<file path="src/rtl/sram_pipe_pkg.sv">
package sram_pipe_pkg;
    typedef enum logic [1:0] {
        OP_DESEL = 2'd0,
        OP_READ  = 2'd1,
        OP_WRITE = 2'd2,
        OP_SLEEP = 2'd3
    } sram_op_e;
endpackage

</file>
<file path="src/rtl/sram_cmd_stage.sv">
module sram_cmd_stage
    import sram_pipe_pkg::*;
#(
    parameter int ADDR_W = 6,
    parameter int LANES  = 4,
    parameter int LANE_W = 8
) (
    input  logic                      clk,
    input  logic                      rst_n,
    input  logic                      sel,
    input  logic [ADDR_W-1:0]         addr,
    input  logic                      bwe,
    input  logic [LANES-1:0]          bstb,
    input  logic                      gwr,
    input  logic                      sleep,
    input  logic [LANES*LANE_W-1:0]   wdata,
    output sram_op_e                  op_q,
    output logic [ADDR_W-1:0]         addr_q,
    output logic [LANES-1:0]          lanes_q,
    output logic [LANES*LANE_W-1:0]   wdata_q
);
    localparam int DATA_W = LANES * LANE_W;

    typedef struct packed {
        sram_op_e            op;
        logic [ADDR_W-1:0]   addr;
        logic [LANES-1:0]    lanes;
        logic [DATA_W-1:0]   wdata;
    } cmd_t;

    cmd_t cmd_d, cmd_q;

    // Decode priority: sleep, then deselect, then global write, then byte write, else read.
    always_comb begin
        cmd_d.addr  = addr;
        cmd_d.wdata = wdata;
        cmd_d.lanes = '0;
        if (sleep) begin
            cmd_d.op = OP_SLEEP;
        end else if (!sel) begin
            cmd_d.op = OP_DESEL;
        end else if (gwr) begin
            cmd_d.op    = OP_WRITE;
            cmd_d.lanes = '1;
        end else if (bwe) begin
            cmd_d.op    = OP_WRITE;
            cmd_d.lanes = bstb;
        end else begin
            cmd_d.op = OP_READ;
        end
    end

    always_ff @(posedge clk or negedge rst_n) begin
        if (!rst_n) begin
            cmd_q <= '{op: OP_DESEL, addr: '0, lanes: '0, wdata: '0};
        end else begin
            cmd_q <= cmd_d;
        end
    end

    assign op_q    = cmd_q.op;
    assign addr_q  = cmd_q.addr;
    assign lanes_q = cmd_q.lanes;
    assign wdata_q = cmd_q.wdata;

    assert_sleep_idle_R8: assert property (@(posedge clk) disable iff (!rst_n)
        sleep |=> (op_q == OP_SLEEP && lanes_q == '0));

    assert_global_all_lanes_R4: assert property (@(posedge clk) disable iff (!rst_n)
        (sel && gwr && !sleep) |=> (op_q == OP_WRITE && lanes_q == {LANES{1'b1}}));

    assert_strobe_needs_enable_R5: assert property (@(posedge clk) disable iff (!rst_n)
        (sel && !sleep && !gwr && !bwe) |=> (op_q == OP_READ && lanes_q == '0));
endmodule

</file>
<file path="src/rtl/sram_array.sv">
module sram_array #(
    parameter int ADDR_W = 6,
    parameter int LANES  = 4,
    parameter int LANE_W = 8
) (
    input  logic                      clk,
    input  logic [ADDR_W-1:0]         addr,
    input  logic [LANES-1:0]          we_lanes,
    input  logic [LANES*LANE_W-1:0]   wdata,
    output logic [LANES*LANE_W-1:0]   rd_word
);
    localparam int DEPTH = 1 << ADDR_W;

    for (genvar g = 0; g < LANES; g++) begin : g_lane
        logic [LANE_W-1:0] mem_q [DEPTH];

        always_ff @(posedge clk) begin
            if (we_lanes[g]) begin
                mem_q[addr] <= wdata[g*LANE_W +: LANE_W];
            end
        end

        assign rd_word[g*LANE_W +: LANE_W] = mem_q[addr];
    end
endmodule

</file>
<file path="src/rtl/sram_out_stage.sv">
module sram_out_stage
    import sram_pipe_pkg::*;
#(
    parameter int DATA_W = 32
) (
    input  logic                clk,
    input  logic                rst_n,
    input  logic                dcd_mode,
    input  sram_op_e            op,
    input  logic [DATA_W-1:0]   rd_word,
    output logic [DATA_W-1:0]   rdata,
    output logic                rdrive
);
    typedef struct packed {
        logic                drive;
        logic [DATA_W-1:0]   data;
    } out_t;

    out_t out_d, out_q;
    logic cut;

    always_comb begin
        out_d.drive = (op == OP_READ);
        out_d.data  = (op == OP_READ) ? rd_word : '0;
        // Early turn-off: captured sleep always, captured deselect only in early mode.
        cut    = (op == OP_SLEEP) || (!dcd_mode && op == OP_DESEL);
        rdrive = out_q.drive && !cut;
        rdata  = rdrive ? out_q.data : '0;
    end

    always_ff @(posedge clk or negedge rst_n) begin
        if (!rst_n) begin
            out_q <= '0;
        end else begin
            out_q <= out_d;
        end
    end

    assert_read_drives_R2: assert property (@(posedge clk) disable iff (!rst_n)
        ($past(op == OP_READ) && op == OP_READ) |-> rdrive);

    assert_early_cut_R6: assert property (@(posedge clk) disable iff (!rst_n)
        (!dcd_mode && op == OP_DESEL) |-> !rdrive);

    assert_late_cut_R7: assert property (@(posedge clk) disable iff (!rst_n)
        (dcd_mode && op == OP_DESEL && $past(op == OP_READ)) |-> rdrive);

    assert_sleep_quiet_R8: assert property (@(posedge clk) disable iff (!rst_n)
        (op == OP_SLEEP) |-> !rdrive);
endmodule

</file>
<file path="src/rtl/sram_pipe.sv">
module sram_pipe
    import sram_pipe_pkg::*;
#(
    parameter int ADDR_W = 6,
    parameter int LANES  = 4,
    parameter int LANE_W = 8
) (
    input  logic                      clk,
    input  logic                      rst_n,
    input  logic                      sel,
    input  logic [ADDR_W-1:0]         addr,
    input  logic                      bwe,
    input  logic [LANES-1:0]          bstb,
    input  logic                      gwr,
    input  logic                      sleep,
    input  logic                      dcd_mode,
    input  logic [LANES*LANE_W-1:0]   wdata,
    output logic [LANES*LANE_W-1:0]   rdata,
    output logic                      rdrive
);
    localparam int DATA_W = LANES * LANE_W;

    sram_op_e            op_q;
    logic [ADDR_W-1:0]   addr_q;
    logic [LANES-1:0]    lanes_q;
    logic [DATA_W-1:0]   wdata_q;
    logic [DATA_W-1:0]   rd_word;

    sram_cmd_stage #(.ADDR_W(ADDR_W), .LANES(LANES), .LANE_W(LANE_W)) u_cmd (
        .clk     (clk),
        .rst_n   (rst_n),
        .sel     (sel),
        .addr    (addr),
        .bwe     (bwe),
        .bstb    (bstb),
        .gwr     (gwr),
        .sleep   (sleep),
        .wdata   (wdata),
        .op_q    (op_q),
        .addr_q  (addr_q),
        .lanes_q (lanes_q),
        .wdata_q (wdata_q)
    );

    sram_array #(.ADDR_W(ADDR_W), .LANES(LANES), .LANE_W(LANE_W)) u_mem (
        .clk      (clk),
        .addr     (addr_q),
        .we_lanes (lanes_q),
        .wdata    (wdata_q),
        .rd_word  (rd_word)
    );

    sram_out_stage #(.DATA_W(DATA_W)) u_out (
        .clk      (clk),
        .rst_n    (rst_n),
        .dcd_mode (dcd_mode),
        .op       (op_q),
        .rd_word  (rd_word),
        .rdata    (rdata),
        .rdrive   (rdrive)
    );

    assert_read_word_R2: assert property (@(posedge clk) disable iff (!rst_n)
        rdrive |-> (rdata == $past(rd_word)));

    assert_write_no_drive_R10: assert property (@(posedge clk) disable iff (!rst_n)
        $past(op_q == OP_WRITE) |-> !rdrive);

    assert_quiet_zero_R9: assert property (@(posedge clk) disable iff (!rst_n)
        $fell(rdrive) |-> (rdata == '0));
endmodule

</file>
<file path="config.mk">
export PLATFORM = sky130hd
export DESIGN_NAME = sram_pipe
export DESIGN_NICKNAME = d
export VERILOG_FILES = /design/src/rtl/sram_pipe_pkg.sv /design/src/rtl/sram_cmd_stage.sv /design/src/rtl/sram_array.sv /design/src/rtl/sram_out_stage.sv /design/src/rtl/sram_pipe.sv
export SDC_FILE = /design/constraint.sdc
export NUM_CORES = 2
export LEC_CHECK = 0
export BUFFER_PORTS_ARGS = -buffer_cell sky130_fd_sc_hd__clkbuf_2
export CAP_MARGIN = 20
export CELL_PAD_IN_SITES_DETAIL_PLACEMENT = 1
export CELL_PAD_IN_SITES_GLOBAL_PLACEMENT = 1
export CORE_MARGIN = 4
export CORE_UTILIZATION = 40
export CTS_CLUSTER_SIZE = 8
export DETAILED_ROUTE_END_ITERATION = 8
export PLACE_DENSITY_LB_ADDON = 0.1
export SETUP_SLACK_MARGIN = 0.1
export SYNTH_ARGS = -nofsm -noshare
export SYNTH_HDL_FRONTEND = slang
export SYNTH_SLANG_ARGS = --single-unit
</file>
<file path="constraint.sdc">
create_clock -name clk -period 3.27 [get_ports clk]
set_clock_uncertainty 0.05 [all_clocks]
set_input_delay 0.1635 -clock clk [delete_from_list [all_inputs] [get_ports clk]]
set_output_delay 0.1635 -clock clk [all_outputs]
set_load 0.01 [all_outputs]
</file>
# Yosys cells after proc, flatten, opt, wreduce, memory -nomap -nowiden
# Memories as Yosys holds them, arrays and structs flattened.
# Index checks and enable logic that the tools add are counted.
# W data, S select, Z words.
[word_totals] ff_bits=77 ramBits=2048 in_bits=49 out_inout_bits=33 n_memories=4
[mem_list] memory="u_mem.g_lane[0].mem_q" depth=64 width=8 rd=1 rd_clocked_by_memory_dff=0 wr=1 line_no="sram_array.sv:15" rtl="logic [LANE_W-1:0] mem_q [DEPTH];"
[mem_list] memory="u_mem.g_lane[1].mem_q" depth=64 width=8 rd=1 rd_clocked_by_memory_dff=0 wr=1 line_no="sram_array.sv:15"
[mem_list] memory="u_mem.g_lane[2].mem_q" depth=64 width=8 rd=1 rd_clocked_by_memory_dff=0 wr=1 line_no="sram_array.sv:15"
[mem_list] memory="u_mem.g_lane[3].mem_q" depth=64 width=8 rd=1 rd_clocked_by_memory_dff=0 wr=1 line_no="sram_array.sv:15"
[op_classes] n_eq_ne=2 n_mux=18 reduce_logical=6
[op_table] operator="$mux W32" count=2
[op_table] operator="$mux W4" count=4
[op_table] operator="$mux W1" count=8
[op_table] operator="$mux W2" count=4
[op_table] operator="$eq A2 B1 Y1 const B" count=1
[op_table] operator="$eq A2 B2 Y1 const B" count=1
[op_table] operator="$logic_and A1 B1 Y1" count=2
[op_table] operator="$logic_not A1 Y1" count=2
[op_table] operator="$logic_not A2 Y1" count=1
[op_table] operator="$logic_or A1 B1 Y1" count=1

# Longest topological paths before layout
[depth] word_depth=6 mapped_depth=11 mapped_depth_nobuf=6

# Cells and area by module
# Synthesis repeated with hierarchy kept, for this count alone.
[hier_totals] hier_cells=4663 hier_area_um2=81119.0
[modules_own_cells] module="sram_array" n_inst=1 cells_each=4495 area_each_um2=78437.7 seq_area_each_um2=61499.0
[modules_own_cells] module="sram_out_stage" n_inst=1 cells_each=111 area_each_um2=1516.5 seq_area_each_um2=825.8
[modules_own_cells] module="sram_cmd_stage" n_inst=1 cells_each=57 area_each_um2=1164.9 seq_area_each_um2=1101.1

# Worst setup path after synthesis
# Ideal clock, no wire load.
[synth_path] path_type="register to register" start="reg u_cmd.cmd_q (netlist bit u_cmd.addr_q[1])" end="mem u_mem.g_lane[0].mem_q[16][0] (enable)" t_arrival_ns=2.186 t_required_ns=2.850 setup_slack_ns=0.664 stages_incl_launch_ff=10 period_less_slack_ns=2.606 cell_sequence="dfrtp_1 buf_4 buf_6 nor2_1 buf_2 buf_2 buf_2 nand2_1 clkbuf_1 nor2_1"
[synth_lines] item="start, declared" line_no="sram_cmd_stage.sv:31" rtl="cmd_t cmd_d, cmd_q;"
[synth_lines] item="start signal, assigned" line_no="sram_cmd_stage.sv:55" rtl="cmd_q <= '{op: OP_DESEL, addr: '0, lanes: '0, wdata: '0};"
[synth_lines] item="start signal, assigned" line_no="sram_cmd_stage.sv:57" rtl="cmd_q <= cmd_d;"
[synth_lines] item="end, declared" line_no="sram_array.sv:15"
# Straight into the memory's write port.

==> impl_results.md <==
* Reg2reg start: u_cmd.addr_q[0]
* Largest net degree at the start of global routing at 65
* Core area at 200000 sq um
* Max-cap violations at 0
* Port Buffers at 81
* Rows at 164
* CTS clk-pin slew, worst paths at 0.05 ns
* Average wire per standard cell at 34.7 um
* Top Layer Used: met5
* Initial cell density of the core at 40.4%
* Rel. slew slack at 22.7%
* Post-synth ARST share at 3.62%
* Critical path's largest stage delay at 0.76 ns
* Worst reg2reg path depth at 9
* Worst Path Required at 4.05 ns
* Hold WC Path Type: input port to flip-flop
* DRC at 0
* Routed WL at 286000 um
* Final Cycle Share at 95.4%
* Slew Viols, Final at 0
* Met3 wire length at 19300 um
* Util after Layout at 49.0%
* Hold depth at 2
* Fmax at 321 MHz
* CP Launch Point: u_cmd.addr_q[0]
* Placed cell count at 7703
* Slew @ Worst Pin at 1.16 ns
* Critical path capture point type: flip-flop
* Share of post-route cells with drive strength above 1 at 22.1%
* Total GRT Usage at 26.9%
* TritonCTS clock tree: built
* Total power draw at 62.3 mW
* GP Congestion at 0.844
* Die Height at 458 um
* Chip width at 458 um
* Hold Startpoint: wdata[23]
* Setup TNS at 0 ns
* Final hold violations at 0
* Worst EP arrival at 3.90 ns
* TritonCTS Sinks at 2125
* Nets at 5505
* Leak at 32.7 nW
* Via count of the routed design at 49400
* First-pass GRT wire length at 399000 um
* Mapped Area at 80800 sq um
* First drt pass iteration count at 6
* Fin crit period at 3.12 ns
* Root buffer cell: clkbuf_16
* Main synth FF type: edfxtp_1
* RSZ-0062 raised after global routing: no
* PD cells at 635 nW/um^2
* Setup-failing EPs final at 0
* Layout area overhead at 21.4%
* Slowest-stage cell, CP: dfrtp_4
* Synth warn at 0
* Post-DP HPWL at 185000 um
* Met1 Wirelength at 122000 um
* Mapped Nets at 4742
* Critical Path, Cell by Cell: buf_12, or2_2, nor2_4, buf_12, a22oi_1, a31oi_1, a2111oi_1, a31oi_1, buf_4
* Antenna Violating Nets Remaining at 0
* Post-synthesis register bit count at 2125
* Global route overflow at 0
* Clock Path Buffers at 4
* # H-tree levels at 5
* Initial antenna violation count at 22
* CP max FO at 28
* Filler cells at 18800
* Drt via density at 5.98
* Sequential area share after synthesis at 78.5%
* Post-synthesis cell type count at 61
* Crit Path Class: flip-flop to flip-flop
* Status: complete, no violations
* 1st-iter DRT viols at 5625
* Synthesized area per cell at 17.2 sq um
* Met2 wire len at 135000 um
* Post-synth EDFFs at 2048
* Mapped Cells at 4693
* Clk Latency, worst-skew pair at 0.92 ns
* Final Non-Filler Cells at 8247
* Total CTS buffers at 315
* Vias in the first global route at 50600
* CP Launch Type: flip-flop
* Die ar. at 209000 sq um
* IO Pins at 82
* Peak supply drop at 625 uV
## stage by stage
stage          hold slack, ns  setup WS [ns]  instance area [sq um]
4_1_cts                0.0139          0.203                  98100
2_1_floorplan          -0.182          0.664                  80800
3_3_place_gp            0.222         -0.135                  88600
6_report                0.104          0.150                  98100
5_1_grt                0.0647          0.122                  98100
3_5_place_dp            0.224        -0.0875                  88700
## layout by cell type, fill, tap and decap left out, types with 14 or more instances in the layout
cell and n:
edfxtp_1 2048, buf_4 556, a22oi_1 364, nor2_1 356
clkbuf_16 320, mux2i_1 196, a21oi_1 195, a221oi_1 144
o22ai_1 137, clkbuf_1 121, a22o_1 114, nand2_1 102
dlygate4sd3_1 87, clkbuf_2 80, mux2_2 73, o21ai_0 65
buf_12 61, a31oi_1 56, mux4_2 49, nor3_1 49
and2_1 45, dfrtp_1 42, dfrtp_2 32, o211a_1 27
a221o_1 20, a222oi_1 17, nand3b_1 16, o31ai_1 15
and3_1 14
## state kept, by name, indices dropped and copies added, names as in the netlist
name                count
u_mem.g_lane.mem_q   2048
u_out.out_q            33
u_cmd.wdata_q          32
u_cmd.addr_q            6
u_cmd.lanes_q           4
u_cmd.op_q              2
## worst max-delay path: cells and delay by family (launching register included)
kind,cells,cell delay (ns)
buffers and inverters,3,0.67
flip-flops,1,0.76
AND/OR/NAND/NOR,2,0.30
AO/OA/AOI/OAI,4,1.20
## path summary, 6_finish.rpt
path / endpoint / slack (ns)
max: u_out.out_q[0] / 0.15
min: u_cmd.wdata_q[23] / 0.10
max reg2reg: u_out.out_q[0] / 0.15
min reg2reg: u_mem.g_lane[1].mem_q[63][0] / 0.55
max in group asynchronous: u_out.out_q[16] / 2.28
min in group asynchronous: u_cmd.wdata_q[5] / 0.40
## per-layer routing
metal,vias to the layer above,GRT usage (%)
met2,2059,43.0
met1,26200,38.1
met3,456,4.36
li1,20600,-
met4,8,8.27
met5,-,0
## cells by family after synthesis
logic type | after synthesis | synth area share [%]
AOI/OAI and AO/OA | 1230 | 11.1
buffers and inverters | 344 | 1.92
DFF | 2125 | 78.5
muxes | 318 | 4.81
and+or+nand+nor | 676 | 3.74
## final cells by class
type / count / area [sq um] / area share, %
Antenna cell: 6 / 15.0 / 0.0153
Clock buffer: 441 / 8460 / 8.62
Clock inverter: 5 / 51.3 / 0.0523
Inverter: 4 / 17.5 / 0.0179
Multi-Input combinational cell: 2224 / 16100 / 16.4
Sequential cell: 2125 / 63500 / 64.7
Tap cell: 2656 / 3320 / 3.39
Timing Repair Buffer: 786 / 6710 / 6.84
## what timing repair did
item                       CTS  global route
resized for setup            1             0
hold buffers                88             0
setup endpoints to repair    7             0
hold endpoints to repair   121             0
buffers inserted             4             0
## synth_stat cells (20+ instances only)
cell,instances,area share (%)
o211a_1,27,0.33
mux4_2,49,1.4
nor3_1,50,0.31
buf_2,114,0.71
a22o_1,114,1.2
o21ai_0,65,0.40
and2_1,49,0.38
a221oi_1,144,1.6
buf_4,20,0.19
nor2_1,366,1.7
mux2i_1,196,2.4
a21oi_1,195,1.2
mux2_2,73,1.0
o22ai_1,137,1.1
buf_1,34,0.16
edfxtp_1,2048,76
dfrtp_1,77,2.4
nand2_1,112,0.52
a31oi_1,56,0.43
a22oi_1,364,3.4
clkbuf_1,166,0.77
a221o_1,20,0.25
## power by group
part,leakage [nW],switching (mW),internal [mW],total (mW)
logic,9.26,2.14,1.02,3.16
clock network,4.11,11.2,17.6,28.9
registers,19.3,0.306,30.0,30.3
No activity file was read; power rests on OpenSTA's default activity.
